$ cat src/rtl/lts_pkg.sv
package lts_pkg;

  typedef enum logic [2:0] {
    ST_IDLE,
    ST_CHECK1,
    ST_DGRADE,
    ST_WAIT,
    ST_CHECK2,
    ST_RESTORE,
    ST_DONE
  } lts_state_e;

endpackage

$ cat src/rtl/lts_code_judge.sv
module lts_code_judge #(
  parameter int CODE_W      = 6,
  parameter int ACTIVE_CODE = 17,
  parameter int SPD_W       = 4,
  parameter int WIDTH_LO    = 4,
  parameter int WIDTH_W     = 6
) (
  input  logic [CODE_W-1:0]           train_code,
  input  logic [WIDTH_LO+WIDTH_W-1:0] link_stat,
  output logic                        active,
  output logic [WIDTH_W-1:0]          width_f,
  output logic [SPD_W-1:0]            speed_f
);

  localparam logic [CODE_W-1:0] ACTIVE_V = CODE_W'(ACTIVE_CODE);

  // Any code below the active state counts as "not up".
  assign active  = (train_code >= ACTIVE_V);
  assign width_f = link_stat[WIDTH_LO +: WIDTH_W];
  assign speed_f = link_stat[SPD_W-1:0];

endmodule

$ cat src/rtl/lts_settle_timer.sv
module lts_settle_timer #(
  parameter int SETTLE_CYCLES = 3_000_000
) (
  input  logic clk,
  input  logic rst_n,
  input  logic load,
  input  logic run,
  output logic expired
);

  localparam int CNT_W = $clog2(SETTLE_CYCLES + 1);
  localparam logic [CNT_W-1:0] LOAD_V = CNT_W'(SETTLE_CYCLES - 1);

  logic [CNT_W-1:0] cnt_q;

  always_ff @(posedge clk or negedge rst_n) begin
    if (!rst_n) begin
      cnt_q <= '0;
    end else if (load) begin
      cnt_q <= LOAD_V;
    end else if (run && (cnt_q != '0)) begin
      cnt_q <= cnt_q - 1'b1;
    end
  end

  assign expired = (cnt_q == '0);

endmodule

$ cat src/rtl/lts_cap_path.sv
module lts_cap_path #(
  parameter int CAP_W     = 32,
  parameter int SPD_W     = 4,
  parameter int LOW_SPEED = 1
) (
  input  logic             clk,
  input  logic             rst_n,
  input  logic             capture,
  input  logic [CAP_W-1:0] cap_in,
  input  logic             drive,
  input  logic             sel_restore,
  output logic [CAP_W-1:0] cap_out,
  output logic             cap_wr_valid,
  input  logic             cap_wr_ready,
  output logic             xfer
);

  localparam logic [SPD_W-1:0] LOW_V = SPD_W'(LOW_SPEED);

  logic [CAP_W-1:0] saved_q;
  logic [CAP_W-1:0] lowered;

  always_ff @(posedge clk or negedge rst_n) begin
    if (!rst_n) begin
      saved_q <= '0;
    end else if (capture) begin
      saved_q <= cap_in;
    end
  end

  // Speed field forced low, every other bit taken from the saved word.
  for (genvar i = 0; i < CAP_W; i++) begin : g_low
    if (i < SPD_W) begin : g_spd
      assign lowered[i] = LOW_V[i];
    end else begin : g_keep
      assign lowered[i] = saved_q[i];
    end
  end

  assign cap_out      = sel_restore ? saved_q : lowered;
  assign cap_wr_valid = drive;
  assign xfer         = drive & cap_wr_ready;

  // a stalled write keeps its valid and its data
  a_r4_hold_stable: assert property (@(posedge clk) disable iff (!rst_n)
    (cap_wr_valid && !cap_wr_ready) |=> (cap_wr_valid && $stable(cap_out)));

endmodule

$ cat src/rtl/link_train_supervisor.sv
module link_train_supervisor
  import lts_pkg::*;
#(
  parameter int CODE_W        = 6,
  parameter int CAP_W         = 32,
  parameter int SPD_W         = 4,
  parameter int WIDTH_LO      = 4,
  parameter int WIDTH_W       = 6,
  parameter int ACTIVE_CODE   = 17,
  parameter int LOW_SPEED     = 1,
  parameter int SETTLE_CYCLES = 3_000_000
) (
  input  logic                        clk,
  input  logic                        rst_n,
  input  logic                        start,
  input  logic [CODE_W-1:0]           train_code,
  input  logic [WIDTH_LO+WIDTH_W-1:0] link_stat,
  input  logic [CAP_W-1:0]            cap_in,
  output logic [CAP_W-1:0]            cap_out,
  output logic                        cap_wr_valid,
  input  logic                        cap_wr_ready,
  output logic                        busy,
  output logic                        done,
  output logic                        link_up,
  output logic                        link_fail,
  output logic [WIDTH_W-1:0]          link_width,
  output logic [SPD_W-1:0]            link_speed
);

  localparam int CHK_W = $clog2(SETTLE_CYCLES + 1) + 1;

  lts_state_e state_q, state_d;

  logic               active;
  logic [WIDTH_W-1:0] width_f;
  logic [SPD_W-1:0]   speed_f;
  logic               expired;
  logic               xfer;
  logic               accept;
  logic               drive;

  lts_code_judge #(
    .CODE_W(CODE_W), .ACTIVE_CODE(ACTIVE_CODE), .SPD_W(SPD_W),
    .WIDTH_LO(WIDTH_LO), .WIDTH_W(WIDTH_W)
  ) u_judge (
    .train_code(train_code), .link_stat(link_stat),
    .active(active), .width_f(width_f), .speed_f(speed_f)
  );

  lts_settle_timer #(.SETTLE_CYCLES(SETTLE_CYCLES)) u_timer (
    .clk(clk), .rst_n(rst_n),
    .load((state_q == ST_DGRADE) && xfer),
    .run(state_q == ST_WAIT),
    .expired(expired)
  );

  lts_cap_path #(.CAP_W(CAP_W), .SPD_W(SPD_W), .LOW_SPEED(LOW_SPEED)) u_cap (
    .clk(clk), .rst_n(rst_n),
    .capture(accept), .cap_in(cap_in),
    .drive(drive), .sel_restore(state_q == ST_RESTORE),
    .cap_out(cap_out), .cap_wr_valid(cap_wr_valid),
    .cap_wr_ready(cap_wr_ready), .xfer(xfer)
  );

  assign accept = (state_q == ST_IDLE) && start;
  assign drive  = (state_q == ST_DGRADE) || (state_q == ST_RESTORE);
  assign busy   = (state_q != ST_IDLE);
  assign done   = (state_q == ST_DONE);

  always_comb begin
    state_d = state_q;
    unique case (state_q)
      ST_IDLE:    if (start) state_d = ST_CHECK1;
      ST_CHECK1:  state_d = active ? ST_DONE : ST_DGRADE;
      ST_DGRADE:  if (xfer) state_d = ST_WAIT;
      ST_WAIT:    if (expired) state_d = ST_CHECK2;
      ST_CHECK2:  state_d = ST_RESTORE;
      ST_RESTORE: if (xfer) state_d = ST_DONE;
      ST_DONE:    state_d = ST_IDLE;
      default:    state_d = ST_IDLE;
    endcase
  end

  always_ff @(posedge clk or negedge rst_n) begin
    if (!rst_n) begin
      state_q <= ST_IDLE;
    end else begin
      state_q <= state_d;
    end
  end

  // Result registers: cleared on an accepted start, set at a deciding sample.
  always_ff @(posedge clk or negedge rst_n) begin
    if (!rst_n) begin
      link_up    <= 1'b0;
      link_fail  <= 1'b0;
      link_width <= '0;
      link_speed <= '0;
    end else if (accept) begin
      link_up    <= 1'b0;
      link_fail  <= 1'b0;
      link_width <= '0;
      link_speed <= '0;
    end else if (((state_q == ST_CHECK1) || (state_q == ST_CHECK2)) && active) begin
      link_up    <= 1'b1;
      link_width <= width_f;
      link_speed <= speed_f;
    end else if (state_q == ST_CHECK2) begin
      link_fail  <= 1'b1;
    end
  end

  // Assertion-only bookkeeping
  logic [CHK_W-1:0] wait_seen_q;
  logic             retry_seen_q;
  logic             restore_seen_q;

  always_ff @(posedge clk or negedge rst_n) begin
    if (!rst_n) begin
      wait_seen_q    <= '0;
      retry_seen_q   <= 1'b0;
      restore_seen_q <= 1'b0;
    end else begin
      if (accept) begin
        retry_seen_q   <= 1'b0;
        restore_seen_q <= 1'b0;
      end
      if ((state_q == ST_DGRADE) && xfer) begin
        retry_seen_q <= 1'b1;
        wait_seen_q  <= '0;
      end else if ((state_q == ST_WAIT) && (wait_seen_q < CHK_W'(SETTLE_CYCLES))) begin
        wait_seen_q  <= wait_seen_q + 1'b1;
      end
      if ((state_q == ST_RESTORE) && xfer) restore_seen_q <= 1'b1;
    end
  end

  // the second sample never comes before the full settle time
  a_r5_min_settle: assert property (@(posedge clk) disable iff (!rst_n)
    (state_q == ST_CHECK2) |-> (wait_seen_q >= CHK_W'(SETTLE_CYCLES)));

  // failure only after a retry, and never together with success
  a_r6_fail_after_retry: assert property (@(posedge clk) disable iff (!rst_n)
    link_fail |-> retry_seen_q);
  a_r6_exclusive: assert property (@(posedge clk) disable iff (!rst_n)
    !(link_up && link_fail));

  // a retried sequence ends only after the restore write transferred
  a_r7_restored: assert property (@(posedge clk) disable iff (!rst_n)
    (done && retry_seen_q) |-> restore_seen_q);

  // done lasts one cycle
  a_r10_done_pulse: assert property (@(posedge clk) disable iff (!rst_n)
    done |=> !done);

endmodule

$ cat config.mk
export PLATFORM = sky130hd
export DESIGN_NAME = link_train_supervisor
export DESIGN_NICKNAME = d
export VERILOG_FILES = /design/src/rtl/lts_pkg.sv /design/src/rtl/lts_code_judge.sv /design/src/rtl/lts_settle_timer.sv /design/src/rtl/lts_cap_path.sv /design/src/rtl/link_train_supervisor.sv
export SDC_FILE = /design/constraint.sdc
export NUM_CORES = 1
export LEC_CHECK = 0
export BUFFER_PORTS_ARGS = -buffer_cell sky130_fd_sc_hd__buf_2
export CAP_MARGIN = 20
export CORE_ASPECT_RATIO = 0.75
export CORE_MARGIN = 2
export CORE_UTILIZATION = 47
export CTS_BUF_LIST = sky130_fd_sc_hd__clkbuf_16
export CTS_CLUSTER_DIAMETER = 120
export DETAILED_ROUTE_END_ITERATION = 12
export PLACE_DENSITY = 0.81
export SLEW_MARGIN = 0
export SYNTH_ARGS = -nofsm -noshare
export SYNTH_HDL_FRONTEND = slang
export SYNTH_SLANG_ARGS = --single-unit
$ cat constraint.sdc
create_clock -name clk -period 1.8 [get_ports clk]
set_input_delay 0.36 -clock clk [delete_from_list [all_inputs] [get_ports clk]]
set_output_delay 0.36 -clock clk [all_outputs]
set_load 0.02 [all_outputs]
==> out/metrics.sh <==
PLACEMENT.IO_BUFFERS=98
CTS_HOLD_BUF=0
MAXCAPVIOLCOUNT=0
LEAKAGE_POWER_FIGURE_uW=0.00213
CRITPATHKIND='reg2reg'
WORST_EP_REQUIRED_TIME_NS=2.02
TIMING.CRITICAL_PATH.SLOWEST_CELL_DELAY_NS=0.58
SYNTH.YOSYS.WARNINGS=0
MOST-COMMON-LAYOUT-CELLS='sky130_fd_sc_hd__buf_2 (94), sky130_fd_sc_hd__dfrtp_1 (66), sky130_fd_sc_hd__buf_4 (48), sky130_fd_sc_hd__nand2_1 (33), sky130_fd_sc_hd__mux2_2 (32)'
ROUTE.VIAS.TOTAL=2927
FINALWIRELENGTH_UM=8560
POSTSYNTHAREAPERCELL_UM2=10.6
FINAL_NETS=504
CELLPOWERDENSITY_nW_PER_UM2=1500
FMAXACHIEVABLE_MHz=549
NUMBER_OF_ANTENNA_VIOLATING_NETS_IN_THE_ROUTED_DESIGN=0
POST-SYNTH-TOP-AREA-CELL='sky130_fd_sc_hd__dfrtp_1'
ROOT_BUFFER='sky130_fd_sc_hd__clkbuf_16'
TIMING.FINAL.HOLD_VIOLATIONS=0
POST_SYNTH_INSTANCE_AREA_UM2=3530
PLACEMENT.CELL_AREA_UM2=4170
CPMAXSTAGEDELAYCELL='sky130_fd_sc_hd__or4_4'
TOTAL_CLOCK_BUFFERS_CREATED_BY_CTS=9
FINALSETUPVIOLCOUNT=2
SYNTH_CELLS=334
VIOLATIONS='setup timing'
INITIAL_ANTENNA_VIOLATION_COUNT=0
SYNTH_CELL_TYPES=48
TIMING.FINAL.MAX_SLEW_VIOLATIONS=0
SYNTH.TOP_CELL.AREA_SHARE=0.489
CLOCK_TREE_FROM_TRITONCTS='yes'
DESIGN.CORE.AREA_UM2=7300
LAYOUT-DRIVE-GT1-SHARE=0.515
PEAKVDDDROP_uV=717
MAXIMUM_NUMBER_OF_PINS_ON_ONE_NET_BEFORE_GLOBAL_ROUTE_REPAIR=70
SEQUENTIAL_CELL_AREA_UM2=1730
HP-CLASS='in2async'
FINAL_MIN_PERIOD_OVER_CLOCK_PERIOD=1.01
DRT_DRC_VIOLATIONS_LEFT=0
CRIT_PATH_MAX_FANOUT=8
PLACE_CONGESTION=0.842
RSZ0062_AT_GRT='true'
INITIAL_CORE_UTIL=0.484
CP_CELL_SEQUENCE='or4_4, nor2_4, buf_6, a21oi_1, a311oi_1'
SETUP_WS_NS=-0.0221
FIRSTDRTPASSITERS=4
AREAGROWTHSYNTHTOFINISH_PCT=35.0
REGTOREGSETUPSLACK_NS=-0.02
TIMING.MAX_SLEW.REL_SLACK=0.531
YS_SEQ_ELEMENTS=69
GRT_PASS1_VIAS=2764
OUTCOME='complete, but fails checks'
CRIT_ARRIVAL_NS=2.05
CHIPHEIGHT_UM=79.1
FILLER_CELL_COUNT=600
CLKLATENCYLATEPIN_NS=0.33
WL_PER_CELL_UM=15.4
STD_CELL_ROWS=27
SYNTH_TOP_CELLS_BY_AREA='sky130_fd_sc_hd__dfrtp_1 (49%), sky130_fd_sc_hd__mux2_2 (10%), sky130_fd_sc_hd__buf_4 (6.6%)'
CTS.PATH.MAX_BUFFERS=2
YS_ASYNC_SR_FRACTION=1.00
SYNTH-EDFF-COUNT=0
CP-END-KIND='register'
MULTI_INPUT_COMB_AREA_UM2=1640
WORSTSETUPSTARTPOINTTYPE='register'
ANTENNADIODECOUNT=0
YOSYSSEQAREASHARE=0.489
WORSTMARGINPINSLEW_NS=0.701
VIAS_PER_CELL=5.25
DRT_FIRST_ITER_VIOLATIONS=196
GR-TOTAL-OVERFLOW=0
SYN_NETS=387
LAYOUT_COMMONEST_CELL='sky130_fd_sc_hd__buf_2'
FINALCRITICALPERIOD_NS=1.82
HPWLAFTERDP_UM=5630
WIRE_LENGTH_OF_THE_FIRST_GLOBAL_ROUTING_PASS_UM=13400
DIE_X_UM=104
DIE-AREA_UM2=8230
HTREE_NUM_LEVELS=3
SYNTH-MAIN-FF-CELL='sky130_fd_sc_hd__dfrtp_1'
IO-PIN-COUNT=99
CLOCK-SINKS=69
FINAL_CELL_AREA_UM2=4770
GR-USAGE-ALL-LAYERS=0.206
HOLD_WS_NS=0.0412
CTS.REPORTEDPATHS.CLKPINSLEW_NS=0.06
FINAL.SETUP_SKEW_NS=0.00640
-- worst paths after layout --
path                                   start  depth (start not counted)           endpoint
setup / recovery            u_timer.cnt_q[5]                          5   u_timer.cnt_q[1]
hold / removal                         rst_n                          2          link_fail
setup reg to reg            u_timer.cnt_q[5]                          5   u_timer.cnt_q[1]
hold reg to reg            u_cap.saved_q[30]                          1  u_cap.saved_q[30]
max in group asynchronous              rst_n                          2  u_timer.cnt_q[18]
min in group clk                link_stat[9]                          3      link_width[5]
-- routing by layer --
metal | part of all wire | vias up | track usage
met1 | 0.43 | 1395 | 0.265
met2 | 0.49 | 116 | 0.338
met4 | 0.015 | 0 | 0.0811
li1 | - | 1399 | -
met3 | 0.064 | 17 | 0.0550
met5 | 0 | - | 0
-- flip-flops by register name, summed over array words and instances (netlist names) --
name           cells
link_width         6
u_timer.cnt_q     22
state_q            3
link_speed         4
u_cap.saved_q     32
link_up            1
link_fail          1
-- synthesized netlist by cell type (2+ instances only) --
master                      number
sky130_fd_sc_hd__buf_4          31
sky130_fd_sc_hd__a21oi_1         9
sky130_fd_sc_hd__mux2_2         32
sky130_fd_sc_hd__nor3_1          4
sky130_fd_sc_hd__a311oi_1        2
sky130_fd_sc_hd__buf_2           7
sky130_fd_sc_hd__and3_1          2
sky130_fd_sc_hd__nor4_4          2
sky130_fd_sc_hd__a2111oi_0       2
sky130_fd_sc_hd__and2_1          3
sky130_fd_sc_hd__nor4_1          3
sky130_fd_sc_hd__or2_2           3
sky130_fd_sc_hd__nand3b_1        2
sky130_fd_sc_hd__nand2_1        33
sky130_fd_sc_hd__o31ai_1         3
sky130_fd_sc_hd__a31oi_1         2
sky130_fd_sc_hd__dfrtp_1        69
sky130_fd_sc_hd__o211ai_1        4
sky130_fd_sc_hd__mux2i_1        13
sky130_fd_sc_hd__nand2b_1        4
sky130_fd_sc_hd__o21ai_0        15
sky130_fd_sc_hd__nand3_1         6
sky130_fd_sc_hd__nand4_1         8
sky130_fd_sc_hd__inv_1           4
sky130_fd_sc_hd__clkbuf_1        6
sky130_fd_sc_hd__or4_1           6
sky130_fd_sc_hd__a2111oi_2       2
sky130_fd_sc_hd__nor2_1         28
sky130_fd_sc_hd__nor2b_1         6
sky130_fd_sc_hd__or3_1           3
sky130_fd_sc_hd__a211oi_1        3
-- area by class of cell --
class,instances,share of cell area
sequential,69,0.363
multi-input combinational,216,0.344
timing repair buffer,151,0.201
clock buffer,9,0.0472
tap,101,0.0265
clock inverter,7,0.0155
inverter,4,0.00315
-- where the power goes --
part	switching (µW)	internal [µW]
clock network	671	1080
logic	1680	1310
registers	297	2110
total	2650	4490
-- what timing repair did --
item                                    CTS  global route
setup buffers                             6             9
gates cloned                              0             1
pin swaps                                 5             6
resized for setup                        17            30
endpoints found under the setup margin   29            29
hold endpoints to repair                  0             0
-- critical path: cells and delay by family (launching register included) --
kind	cells	cell delay, ns
AND/OR/NAND/NOR	2	0.76
flip-flops	1	0.44
AO/OA/AOI/OAI	2	0.32
buffers and inverters	1	0.19
-- cell families (layout without fill, tap and decap cells) --
logic type / Yosys count / after routing / share of synthesized area
XOR/XNOR: 1 / 1 / 0.00248
adder cells (fa/ha/maj): 1 / 1 / 0.00354
AO/OA/AOI/OAI: 47 / 47 / 0.0889
flip-flops: 69 / 69 / 0.489
AND/OR/NAND/NOR: 122 / 122 / 0.187
buffers and inverters: 49 / 171 / 0.0896
multiplexers: 45 / 45 / 0.139
-- through the flow --
stage          worst slack, ns  TNS (ns)  instances  total power [µW]  utilization
2_1_floorplan           0.0131         0        334              4670            -
3_3_place_gp            -0.118     -1.18        525              5110        0.572
3_5_place_dp            -0.193     -2.41        525              5220        0.572
4_1_cts                0.00106         0        547              7070        0.629
5_1_grt                 -0.121    -0.966        557              7560        0.653
6_report               -0.0221   -0.0360        557              7140        0.653
(Power assumes the default switching activity.)
